`config.mk`:
```
export PLATFORM = sky130hd
export DESIGN_NAME = r4_butterfly_engine
export DESIGN_NICKNAME = d
export VERILOG_FILES = /design/src/rtl/r4_pkg.sv /design/src/rtl/r4_collect.sv /design/src/rtl/r4_sequencer.sv /design/src/rtl/r4_addsub.sv /design/src/rtl/r4_butterfly_engine.sv
export SDC_FILE = /design/constraint.sdc
export NUM_CORES = 1
export LEC_CHECK = 0
export BUFFER_PORTS_ARGS = -buffer_cell sky130_fd_sc_hd__buf_2
export CAP_MARGIN = 30
export CORE_MARGIN = 1
export CORE_UTILIZATION = 60
export DETAILED_ROUTE_END_ITERATION = 6
export PLACE_DENSITY = 0.82
export RECOVER_POWER = 100
export SLEW_MARGIN = 20
export SYNTH_ARGS = -nofsm -noshare
export SYNTH_HDL_FRONTEND = slang
export SYNTH_SLANG_ARGS = --single-unit
```
`constraint.sdc`:
```
create_clock -name clk -period 4.2 [get_ports clk]
set_input_delay 0.21 -clock clk [delete_from_list [all_inputs] [get_ports clk]]
set_output_delay 0.21 -clock clk [all_outputs]
set_load 0.02 [all_outputs]
```
`src/rtl/r4_pkg.sv`:
```
package r4_pkg;

  localparam int R4_POINTS = 4;

  // Rotation applied to an operand lane, indexed by the result index m:
  // the lane is multiplied by (-j)^m.
  typedef enum logic [1:0] {
    ROT_ONE   = 2'd0,
    ROT_NEG_J = 2'd1,
    ROT_MINUS = 2'd2,
    ROT_POS_J = 2'd3
  } rot_e;

endpackage

```
`src/rtl/r4_collect.sv`:
```
// Input side: shift bank filling groups of four, plus the holding bank that
// captures a complete group in parallel.
module r4_collect #(
  parameter int W = 14
) (
  input  logic                clk,
  input  logic                rst_n,
  input  logic                in_valid,
  input  logic                in_sync,
  input  logic signed [W-1:0] in_re,
  input  logic signed [W-1:0] in_im,
  output logic                tup_ld,
  output logic signed [W-1:0] hold_re [r4_pkg::R4_POINTS],
  output logic signed [W-1:0] hold_im [r4_pkg::R4_POINTS]
);
  import r4_pkg::*;

  localparam int NPT = R4_POINTS;
  localparam int PW  = $clog2(NPT);
  localparam logic [PW-1:0] LAST_POS = PW'(NPT - 1);

  logic [PW-1:0]       pos_q, pos_d, pos_eff;
  logic signed [W-1:0] sh_re_q [NPT];
  logic signed [W-1:0] sh_im_q [NPT];

  // next-state: sync forces this sample to slot 0
  always_comb begin
    pos_eff = in_sync ? '0 : pos_q;
    tup_ld  = in_valid && (pos_eff == LAST_POS);
    pos_d   = in_valid ? pos_eff + PW'(1) : pos_q;
  end

  always_ff @(posedge clk or negedge rst_n) begin
    if (!rst_n) pos_q <= '0;
    else        pos_q <= pos_d;
  end

  // shift bank: newest sample enters at the top
  always_ff @(posedge clk or negedge rst_n) begin
    if (!rst_n) begin
      for (int i = 0; i < NPT; i++) begin
        sh_re_q[i] <= '0;
        sh_im_q[i] <= '0;
      end
    end else if (in_valid) begin
      for (int i = 0; i < NPT - 1; i++) begin
        sh_re_q[i] <= sh_re_q[i+1];
        sh_im_q[i] <= sh_im_q[i+1];
      end
      sh_re_q[NPT-1] <= in_re;
      sh_im_q[NPT-1] <= in_im;
    end
  end

  // holding bank: parallel copy of the completed group
  always_ff @(posedge clk or negedge rst_n) begin
    if (!rst_n) begin
      for (int i = 0; i < NPT; i++) begin
        hold_re[i] <= '0;
        hold_im[i] <= '0;
      end
    end else if (tup_ld) begin
      for (int i = 0; i < NPT - 1; i++) begin
        hold_re[i] <= sh_re_q[i+1];
        hold_im[i] <= sh_im_q[i+1];
      end
      hold_re[NPT-1] <= in_re;
      hold_im[NPT-1] <= in_im;
    end
  end

  // a synced sample always leaves the position just after slot 0
  a_r2_sync_restart: assert property (@(posedge clk) disable iff (!rst_n)
    (in_valid && in_sync) |=> (pos_q == PW'(1)));

  // an idle cycle leaves the group position untouched
  a_r9_gap_holds: assert property (@(posedge clk) disable iff (!rst_n)
    !in_valid |=> $stable(pos_q));

endmodule

```
`src/rtl/r4_sequencer.sv`:
```
// 2-bit emission counter plus the swap stage: it selects the result index,
// rotates lanes 1 and 3 by (-j)^m and registers the operand set.
module r4_sequencer #(
  parameter int W = 14
) (
  input  logic                clk,
  input  logic                rst_n,
  input  logic                tup_ld,
  input  logic signed [W-1:0] hold_re [r4_pkg::R4_POINTS],
  input  logic signed [W-1:0] hold_im [r4_pkg::R4_POINTS],
  output logic                op_vld,
  output logic                op_sub,
  output logic signed [W:0]   op_re [r4_pkg::R4_POINTS],
  output logic signed [W:0]   op_im [r4_pkg::R4_POINTS]
);
  import r4_pkg::*;

  localparam int NPT = R4_POINTS;
  localparam int CW  = $clog2(NPT);
  localparam logic [CW-1:0] LAST_IDX = CW'(NPT - 1);

  logic          busy_q, busy_d;
  logic [CW-1:0] idx_q, idx_d;
  logic signed [W:0] nx_re [NPT];
  logic signed [W:0] nx_im [NPT];

  always_comb begin
    busy_d = busy_q;
    idx_d  = idx_q;
    if (tup_ld) begin
      busy_d = 1'b1;
      idx_d  = '0;
    end else if (busy_q) begin
      busy_d = (idx_q != LAST_IDX);
      idx_d  = idx_q + CW'(1);
    end
  end

  always_ff @(posedge clk or negedge rst_n) begin
    if (!rst_n) begin
      busy_q <= 1'b0;
      idx_q  <= '0;
    end else begin
      busy_q <= busy_d;
      idx_q  <= idx_d;
    end
  end

  // swap stage: odd lanes are rotated, even lanes only sign-extended
  for (genvar g = 0; g < NPT; g++) begin : g_lane
    logic signed [W:0] xr, xi;
    assign xr = {hold_re[g][W-1], hold_re[g]};
    assign xi = {hold_im[g][W-1], hold_im[g]};
    if (g % 2 == 1) begin : g_rot
      always_comb begin
        case (rot_e'(idx_q))
          ROT_NEG_J: begin nx_re[g] =  xi; nx_im[g] = -xr; end
          ROT_MINUS: begin nx_re[g] = -xr; nx_im[g] = -xi; end
          ROT_POS_J: begin nx_re[g] = -xi; nx_im[g] =  xr; end
          default:   begin nx_re[g] =  xr; nx_im[g] =  xi; end
        endcase
      end
    end else begin : g_pass
      assign nx_re[g] = xr;
      assign nx_im[g] = xi;
    end
  end

  always_ff @(posedge clk or negedge rst_n) begin
    if (!rst_n) begin
      op_vld <= 1'b0;
      op_sub <= 1'b0;
    end else begin
      op_vld <= busy_q;
      op_sub <= busy_q && idx_q[0];
    end
  end

  always_ff @(posedge clk or negedge rst_n) begin
    if (!rst_n) begin
      for (int i = 0; i < NPT; i++) begin
        op_re[i] <= '0;
        op_im[i] <= '0;
      end
    end else if (busy_q) begin
      for (int i = 0; i < NPT; i++) begin
        op_re[i] <= nx_re[i];
        op_im[i] <= nx_im[i];
      end
    end
  end

  // a new group never arrives before the previous one has fully left
  a_r6_no_overrun: assert property (@(posedge clk) disable iff (!rst_n)
    tup_ld |-> (!busy_q || idx_q == LAST_IDX));

  // results are stepped through in increasing index order
  a_r3_index_order: assert property (@(posedge clk) disable iff (!rst_n)
    (busy_q && !tup_ld && idx_q != LAST_IDX) |=>
      (busy_q && idx_q == $past(idx_q) + CW'(1)));

endmodule

```
`src/rtl/r4_addsub.sv`:
```
// Complex add/subtract unit followed by a LAT-deep register pipeline.
module r4_addsub #(
  parameter int W   = 15,
  parameter int LAT = 5
) (
  input  logic                clk,
  input  logic                rst_n,
  input  logic                in_vld,
  input  logic                in_sub,
  input  logic signed [W-1:0] a_re,
  input  logic signed [W-1:0] a_im,
  input  logic signed [W-1:0] b_re,
  input  logic signed [W-1:0] b_im,
  output logic                o_vld,
  output logic signed [W:0]   o_re,
  output logic signed [W:0]   o_im
);

  localparam int OW = W + 1;

  logic signed [OW-1:0] ax_re, ax_im, bx_re, bx_im, r_re, r_im;
  logic                 st_vld [LAT];
  logic signed [OW-1:0] st_re  [LAT];
  logic signed [OW-1:0] st_im  [LAT];

  always_comb begin
    ax_re = {a_re[W-1], a_re};
    ax_im = {a_im[W-1], a_im};
    bx_re = {b_re[W-1], b_re};
    bx_im = {b_im[W-1], b_im};
    r_re  = in_sub ? ax_re - bx_re : ax_re + bx_re;
    r_im  = in_sub ? ax_im - bx_im : ax_im + bx_im;
  end

  for (genvar g = 0; g < LAT; g++) begin : g_stage
    logic                 d_vld;
    logic signed [OW-1:0] d_re, d_im;
    if (g == 0) begin : g_head
      assign d_vld = in_vld;
      assign d_re  = r_re;
      assign d_im  = r_im;
    end else begin : g_body
      assign d_vld = st_vld[g-1];
      assign d_re  = st_re[g-1];
      assign d_im  = st_im[g-1];
    end

    always_ff @(posedge clk or negedge rst_n) begin
      if (!rst_n) st_vld[g] <= 1'b0;
      else        st_vld[g] <= d_vld;
    end

    always_ff @(posedge clk or negedge rst_n) begin
      if (!rst_n) begin
        st_re[g] <= '0;
        st_im[g] <= '0;
      end else if (d_vld) begin
        st_re[g] <= d_re;
        st_im[g] <= d_im;
      end
    end
  end

  assign o_vld = st_vld[LAT-1];
  assign o_re  = st_re[LAT-1];
  assign o_im  = st_im[LAT-1];

endmodule

```
`src/rtl/r4_butterfly_engine.sv`:
```
// Top: collect -> sequence/swap -> two-level add/sub tree.
module r4_butterfly_engine #(
  parameter int IN_W    = 14,
  parameter int ADD_LAT = 5
) (
  input  logic                   clk,
  input  logic                   rst_n,
  input  logic                   in_valid,
  input  logic                   in_sync,
  input  logic signed [IN_W-1:0] in_re,
  input  logic signed [IN_W-1:0] in_im,
  output logic                   out_valid,
  output logic signed [IN_W+1:0] out_re,
  output logic signed [IN_W+1:0] out_im
);
  import r4_pkg::*;

  localparam int NPT   = R4_POINTS;
  localparam int OP_W  = IN_W + 1;   // after swap
  localparam int L1_W  = IN_W + 2;   // after first tree level
  localparam int L2_W  = IN_W + 3;   // raw second level
  localparam int OUT_W = IN_W + 2;

  logic                   tup_ld;
  logic signed [IN_W-1:0] hold_re [NPT];
  logic signed [IN_W-1:0] hold_im [NPT];
  logic                   op_vld, op_sub;
  logic signed [OP_W-1:0] op_re [NPT];
  logic signed [OP_W-1:0] op_im [NPT];
  logic                   u_vld, v_vld, w_vld;
  logic signed [L1_W-1:0] u_re, u_im, v_re, v_im;
  logic signed [L2_W-1:0] w_re, w_im;

  r4_collect #(.W(IN_W)) u_collect (
    .clk      (clk),
    .rst_n    (rst_n),
    .in_valid (in_valid),
    .in_sync  (in_sync),
    .in_re    (in_re),
    .in_im    (in_im),
    .tup_ld   (tup_ld),
    .hold_re  (hold_re),
    .hold_im  (hold_im)
  );

  r4_sequencer #(.W(IN_W)) u_seq (
    .clk     (clk),
    .rst_n   (rst_n),
    .tup_ld  (tup_ld),
    .hold_re (hold_re),
    .hold_im (hold_im),
    .op_vld  (op_vld),
    .op_sub  (op_sub),
    .op_re   (op_re),
    .op_im   (op_im)
  );

  // first level, even lanes: x0 +/- x2
  r4_addsub #(.W(OP_W), .LAT(ADD_LAT)) u_even (
    .clk    (clk),
    .rst_n  (rst_n),
    .in_vld (op_vld),
    .in_sub (op_sub),
    .a_re   (op_re[0]),
    .a_im   (op_im[0]),
    .b_re   (op_re[2]),
    .b_im   (op_im[2]),
    .o_vld  (u_vld),
    .o_re   (u_re),
    .o_im   (u_im)
  );

  // first level, rotated odd lanes: r1 +/- r3
  r4_addsub #(.W(OP_W), .LAT(ADD_LAT)) u_odd (
    .clk    (clk),
    .rst_n  (rst_n),
    .in_vld (op_vld),
    .in_sub (op_sub),
    .a_re   (op_re[1]),
    .a_im   (op_im[1]),
    .b_re   (op_re[3]),
    .b_im   (op_im[3]),
    .o_vld  (v_vld),
    .o_re   (v_re),
    .o_im   (v_im)
  );

  // second level: always an addition
  r4_addsub #(.W(L1_W), .LAT(ADD_LAT)) u_final (
    .clk    (clk),
    .rst_n  (rst_n),
    .in_vld (u_vld),
    .in_sub (1'b0),
    .a_re   (u_re),
    .a_im   (u_im),
    .b_re   (v_re),
    .b_im   (v_im),
    .o_vld  (w_vld),
    .o_re   (w_re),
    .o_im   (w_im)
  );

  assign out_valid = w_vld;
  assign out_re    = w_re[OUT_W-1:0];
  assign out_im    = w_im[OUT_W-1:0];

  // both first-level lanes stay cycle-aligned
  a_r6_lanes_aligned: assert property (@(posedge clk) disable iff (!rst_n)
    u_vld == v_vld);

  // dropping the top bit of the raw sum never changes its value
  a_r7_no_overflow: assert property (@(posedge clk) disable iff (!rst_n)
    w_vld |-> (w_re[L2_W-1] == w_re[OUT_W-1] && w_im[L2_W-1] == w_im[OUT_W-1]));

  // a burst of results is never a single cycle long
  a_r6_burst_length: assert property (@(posedge clk) disable iff (!rst_n)
    $rose(out_valid) |=> out_valid);

endmodule

```
# Word-level counts from Yosys, hierarchy flattened
# Index checks and enable logic that the tools add are counted.
[word_totals]
inputBits = 32
mem_bits_ro = 0
register_bits = 809
out_inout_bits = 33
mem_bits_rw = 0
latch_bits = 0
n_memories = 0
[classes]
div = 0
shifts = 0
magnitude_cmp = 0
muxes = 13
addsub = 16
eq_ne = 5
multipliers = 0
bitwise_logic = 0
reduce_logical = 3
[ops]
columns = ["op", "count"]
rows = [
  ["one-hot mux 15 bit (3 select lines)", 4],
  ["two-way mux 16 bit", 4],
  ["negator 14 -> 15 bit", 4],
  ["adder 15 x 15 -> 16 bit", 2],
  ["adder 16 bit", 2],
  ["subtractor 15 x 15 -> 16 bit", 2],
  ["adder 14 x 14 -> 15 bit", 2],
  ["subtractor 14 x 14 -> 15 bit", 2],
  ["equality test 2 bit (second input constant)", 3],
  ["two-way mux 2 bit", 3],
  ["adder 2 x 1 -> 2 bit (second input constant)", 2],
  ["equality test 2 x 1 -> 1 bit (second input constant)", 1],
  ["logical AND 1 bit", 2],
  ["two-way mux 1 bit", 2],
  ["!= test 2 bit (second input constant)", 1],
  ["nonzero test 2 bit", 1],
]

# Depth between registers and ports, before layout
[logic_depth]
ltp_word = 4
depth_mapped = 14

# By module
# From an unflattened synthesis, not the netlist that was laid out.
[hier_totals]
hier_cells = 3173
hier_area_um2 = 39480.4
[modules_own_cells]
columns = ["mod", "cells_each", "area_each_um2", "seq_area_each_um2", "instances"]
rows = [
  ["r4_addsub (u_even ...)", 654, 8104.0, 4129.0, 2],
  ["r4_addsub (u_final)", 703, 8630.8, 4379.2, 1],
  ["r4_collect", 423, 7607.3, 4954.8, 1],
  ["r4_sequencer", 738, 7030.5, 3027.9, 1],
  ["r4_butterfly_engine", 1, 3.8, 0.0, 1],
]

# Worst setup path after synthesis
# Ideal clock, no wire load.
[synth_path]
kind = "flip-flop to flip-flop"
from = "reg u_seq.op_sub"
to = "reg u_even.st_re, in the netlist u_even.g_stage[1].d_re[9]"
t_required_ns = 4.075
stages_incl_launch_ff = 12
setup_time_ns = 0.125
setup_slack_ns = 0.965
period_less_slack_ns = 3.235
arrival_time_ns = 3.111
cell_sequence = "dfrtp_1 -> clkbuf_1 -> clkbuf_1 -> clkbuf_1 -> mux2i_1 -> ha_1 -> nor2b_1 -> o31a_1 -> o31a_1 -> or2_2 -> xor2_1 -> mux2_2"
[synth_between]
elab_chain_len = 1
[synth_lines]
columns = ["item", "line", "rtl"]
rows = [
  ["start, declared", "r4_sequencer.sv:12", "output logic op_sub,"],
  ["start signal, assigned", "r4_sequencer.sv:75", "op_sub <= busy_q && idx_q[0];"],
  ["two-way mux 16 bit", "r4_addsub.sv:31", "r_re = in_sub ? ax_re - bx_re : ax_re + bx_re;"],
  ["end signal, assigned by index", "r4_addsub.sv:58", "st_re[g] <= d_re;"],
  ["end, declared", "r4_addsub.sv:23", "logic signed [OW-1:0] st_re [LAT];"],
]
# No other way between the ends.
# A chain may end at the register's enable or synchronous reset.

# Worst setup path after layout
[layout_path]
from = "reg u_collect.pos_q[0]"
to = "reg u_collect.hold_im[25] (netlist name)"
[layout_between]
elab_chain_len = 3
[layout_lines]
columns = ["item", "line", "rtl"]
rows = [
  ["start, declared", "r4_collect.sv:22", "logic [PW-1:0] pos_q, pos_d, pos_eff;"],
  ["start signal, assigned", "r4_collect.sv:35", "else pos_q <= pos_d;"],
  ["two-way mux 2 bit", "r4_collect.sv:28", "pos_eff = in_sync ? '0 : pos_q;"],
  ["equality test 2 bit", "r4_collect.sv:29", "tup_ld = in_valid && (pos_eff == LAST_POS);"],
  ["logical AND 1 bit", "r4_collect.sv:29", ""],
  ["end signal, assigned by index", "r4_collect.sv:65", "hold_im[i] <= sh_im_q[i+1];"],
  ["end signal, assigned by index", "r4_collect.sv:68", "hold_im[NPT-1] <= in_im;"],
  ["end, declared", "r4_collect.sv:14", "output logic signed [W-1:0] hold_im [r4_pkg::R4_POINTS]"],
]
# No other way between the ends.

==> run summary <==
Status: finished, violations left
Violated checks: design-rule violations, max-capacitance violations, max-slew violations
Global-route wire length before repair: 133 mm
Reg2Reg Setup Slack: 510 ps
Routed Antenna Nets: 0
Grt ovf: 0
Sw Share: 38.6%
RSZ-0062 raised after global routing: false
Clk_lat worst skew: 640 ps
Tightest Hold Check Type: input port to flop
Reg2reg end: u_collect.hold_im[25]$_DFFE_PN0P_
Distinct cells, synth: 76
Routed length per placed instance: 20.4 um
Seq/Total Area, Yosys: 54.1%
Synth area leaders: dfrtp_1 54%, mux2_2 20%, ha_1 3.4%, xnor2_1 2.8%, a21oi_1 2.3%
Port bufs: 64
Core Footprint: 60600 um^2
LEAKAGE: 17.8 nW
Post-synthesis average cell area: 12.4 um^2
Mapped cell area: 37000 um^2
Drt initial violations: 1692
Synth cell count leaders: 799 x dfrtp_1, 666 x mux2_2, 170 x a21oi_1, 143 x nor2_1, 133 x nand2_1
DR pass1 iterations: 7
Critical Path End: u_collect.hold_im[25]$_DFFE_PN0P_
Layout cell share with drive strength beyond 1: 27.9%
Switching pwr: 15.1 mW
Die H: 250 um
Clock Path Buffers: 3
Largest net degree at the start of global routing: 138
Final WL: 79.3 mm
Worst-path clk slew: 60 ps
Final setup vio count: 0
Fin crit share: 87.8%
Die area: 62600 um^2
CP required: 4700 ps
DRC errors left: 1
CP cell instances: nor2b_1 -> ha_1 -> nand2_1 -> clkbuf_2 -> buf_4 -> mux2_2
Count leader, synth: dfrtp_1
Area growth, synth to finish: 10.8%
DP Cell Count: 3705
Critical path fanouts, max: 36
Slew Limit Fails: 517
Synth Area in Compound Gates: 8.77%
TritonCTS clock tree: yes
Post-cts gate resize count: 0
Post-route insts no fill: 3885
Worst clock skew: 26.6 ps
Area share of the largest cell type after synthesis: 54.1%
Root Buffer: clkbuf_16
Post-Syn Instances: 2987
Worst vdd ir: 0.000893 V
R2R depth: 6
Setup TNS: 0 ps
F_max: 0.271 GHz
Starting density of the core: 61.0%
Hold buffers post-CTS: 31
Synthesized flop and latch total: 799
CTS Buf Count: 81
Rel. slew slack: -86.4%
Max cap viols: 12
IO Pins: 65
Synth warnings: 0
Initial antenna violation count: 1
Worst Path Arrival: 4190 ps
Post-Synth XOR/XNOR Area: 3.46%
Crit path kind: flop to flop
RePlAce Congestion: 0.890
CP Capture Type: flop
Post-synthesis mux area share: 20.6%
Asr flop ratio synth: 100%
Site Rows: 90
Sequential Power Share: 37.4%
Hpwl dp: 55.0 mm
Syn Nets: 3126
Drt via density: 6.07
Final min period: 3690 ps
Fin. Hold Viols: 0
GRT Overall Usage: 26.2%
Post-Synth Simple-Gate Area: 6.90%
Area leader, netlist: dfrtp_1
Max incr delay on CP: 1100 ps
CTS HTree Levels: 3
Clock Sinks: 799
Antenna cell count: 0
Logic pwr share: 43.6%
Vias in the first global route: 24500
Final net count: 3177
CP max-delay cell: nand2_1
Startpoint Class: flop
CP Launch Point: u_collect.pos_q[0]$_DFFE_PN0P_
Largest family of logic cells by synthesized area: multiplexers
Cell Int Power: 24.1 mW
Clock power share: 18.9%
Synth Area in Adders: 3.74%
Post-synth EDFFs: 0
Top FF cell, synth: dfrtp_1
RR Startpoint: u_collect.pos_q[0]$_DFFE_PN0P_
Post-CTS setup buffer count: 0
Power Dens Cells: 957 nW/um^2
Vias post-DR: 23600
Tightest Pin Transition: 2800 ps
Die W: 250 um
==> how the worst min path moves through the flow <==
stage                                                   to     from  cells past startpoint
after floorplan           u_collect.hold_im[0]$_DFFE_PN0P_    rst_n                      0
after global placement         u_final.o_re[8]$_DFFE_PN0P_    rst_n                      1
after detailed placement       u_final.o_re[9]$_DFFE_PN0P_    rst_n                      1
after CTS                   u_collect.pos_q[1]$_DFFE_PN0P_  in_sync                      4
after global routing            u_seq.idx_q[1]$_DFFE_PN0P_  in_sync                      4
final                       u_collect.pos_q[1]$_DFFE_PN0P_  in_sync                      4
==> kinds of logic (layout without fill, tap and decap cells) <==
logic type	count (synthesis)	count (layout)
compound gates	506	506
xor+xnor	146	146
fa+ha+maj	107	107
buf+inv	235	351
flops	799	799
mux	679	679
simple gates	515	515
==> routing by layer <==
layer  wire (um)  vias to the layer above  GRT usage (%)
met2       38500                      554           43.3
met4        1940                        2           8.03
met5          13                        -              0
met1       36100                    12000           36.7
li1            -                    10900              -
met3        2750                      145           3.09
==> final cells by class <==
class                           count  area [um^2]
Clock buffer                      111         2260
Clock inverter                     37          528
Fill cell                        4251        19600
Inverter                           73          274
Multi-Input combinational cell   1953        16100
Sequential cell                   799        20000
Tap cell                          782          978
Timing Repair Buffer              130          865
==> through the flow <==
stage	util [%]	setup WS (ps)	total power, mW	cell area (um^2)	hold WS, ps
detailed placement	62.8	809	31.5	38000	341
finish	67.7	511	39.2	41000	182
global placement	62.7	804	30.6	38000	333
CTS	67.9	817	39.2	41100	83.1
global route	67.7	298	41.8	41000	200
floorplan	-	965	26.8	37000	-85.6
==> cells in the final DEF (no fill, tap or decap), types with 15 or more instances in the layout <==
cell type        n
dfrtp_1        798
mux2_2         663
a21oi_1        170
nor2_1         143
nand2_1        133
xnor2_1        117
ha_1           101
o21ai_0         94
clkbuf_16       82
inv_1           72
clkbuf_1        65
nor3_1          63
a21o_1          37
or3_1           35
dlygate4sd3_1   31
xor2_1          29
buf_2           29
a221oi_1        27
a31oi_1         23
nand3_1         23
o21a_1          21
nor2b_1         19
nand2b_1        16
nor4_1          15
a211oi_1        15
==> registers in the layout, indices dropped and copies added, names as in the netlist, 2 cells and up <==
| register | flops |
|---|---|
| u_collect.hold_re | 56 |
| u_final.g_stage.d_re | 64 |
| u_collect.sh_im_q | 42 |
| u_even.g_stage.d_im | 60 |
| u_odd.o_im | 16 |
| u_collect.pos_q | 2 |
| u_collect.sh_re_q | 42 |
| u_even.g_stage.d_re | 60 |
| u_odd.o_re | 16 |
| u_seq.idx_q | 2 |
| u_seq.op_im | 58 |
| u_final.o_re | 16 |
| u_odd.g_stage.d_vld | 4 |
| u_final.o_im | 16 |
| u_odd.g_stage.d_im | 64 |
| u_odd.g_stage.d_re | 64 |
| u_final.g_stage.d_im | 64 |
| u_even.o_re | 15 |
| u_collect.hold_im | 56 |
| u_even.o_im | 15 |
| u_final.g_stage.d_vld | 4 |
| u_seq.op_re | 58 |
==> critical path, delay by kind of cell, from the launching register on <==
family,cells,cell delay (ps)
fa+ha+maj,1,240
simple gates,2,1250
mux,1,360
flops,1,380
buf+inv,2,1320
==> power by group through the flow <==
stage,clock network [mW],logic (mW),registers [mW]
6_report,7.42,17.1,14.7
2_1_floorplan,0,13.8,13.0
5_1_grt,7.88,18.8,15.2
4_1_cts,7.57,17.0,14.7
3_5_place_dp,0,16.8,14.8
3_3_place_gp,0,16.1,14.5
Note: power is estimated with default switching activity, not from simulation.
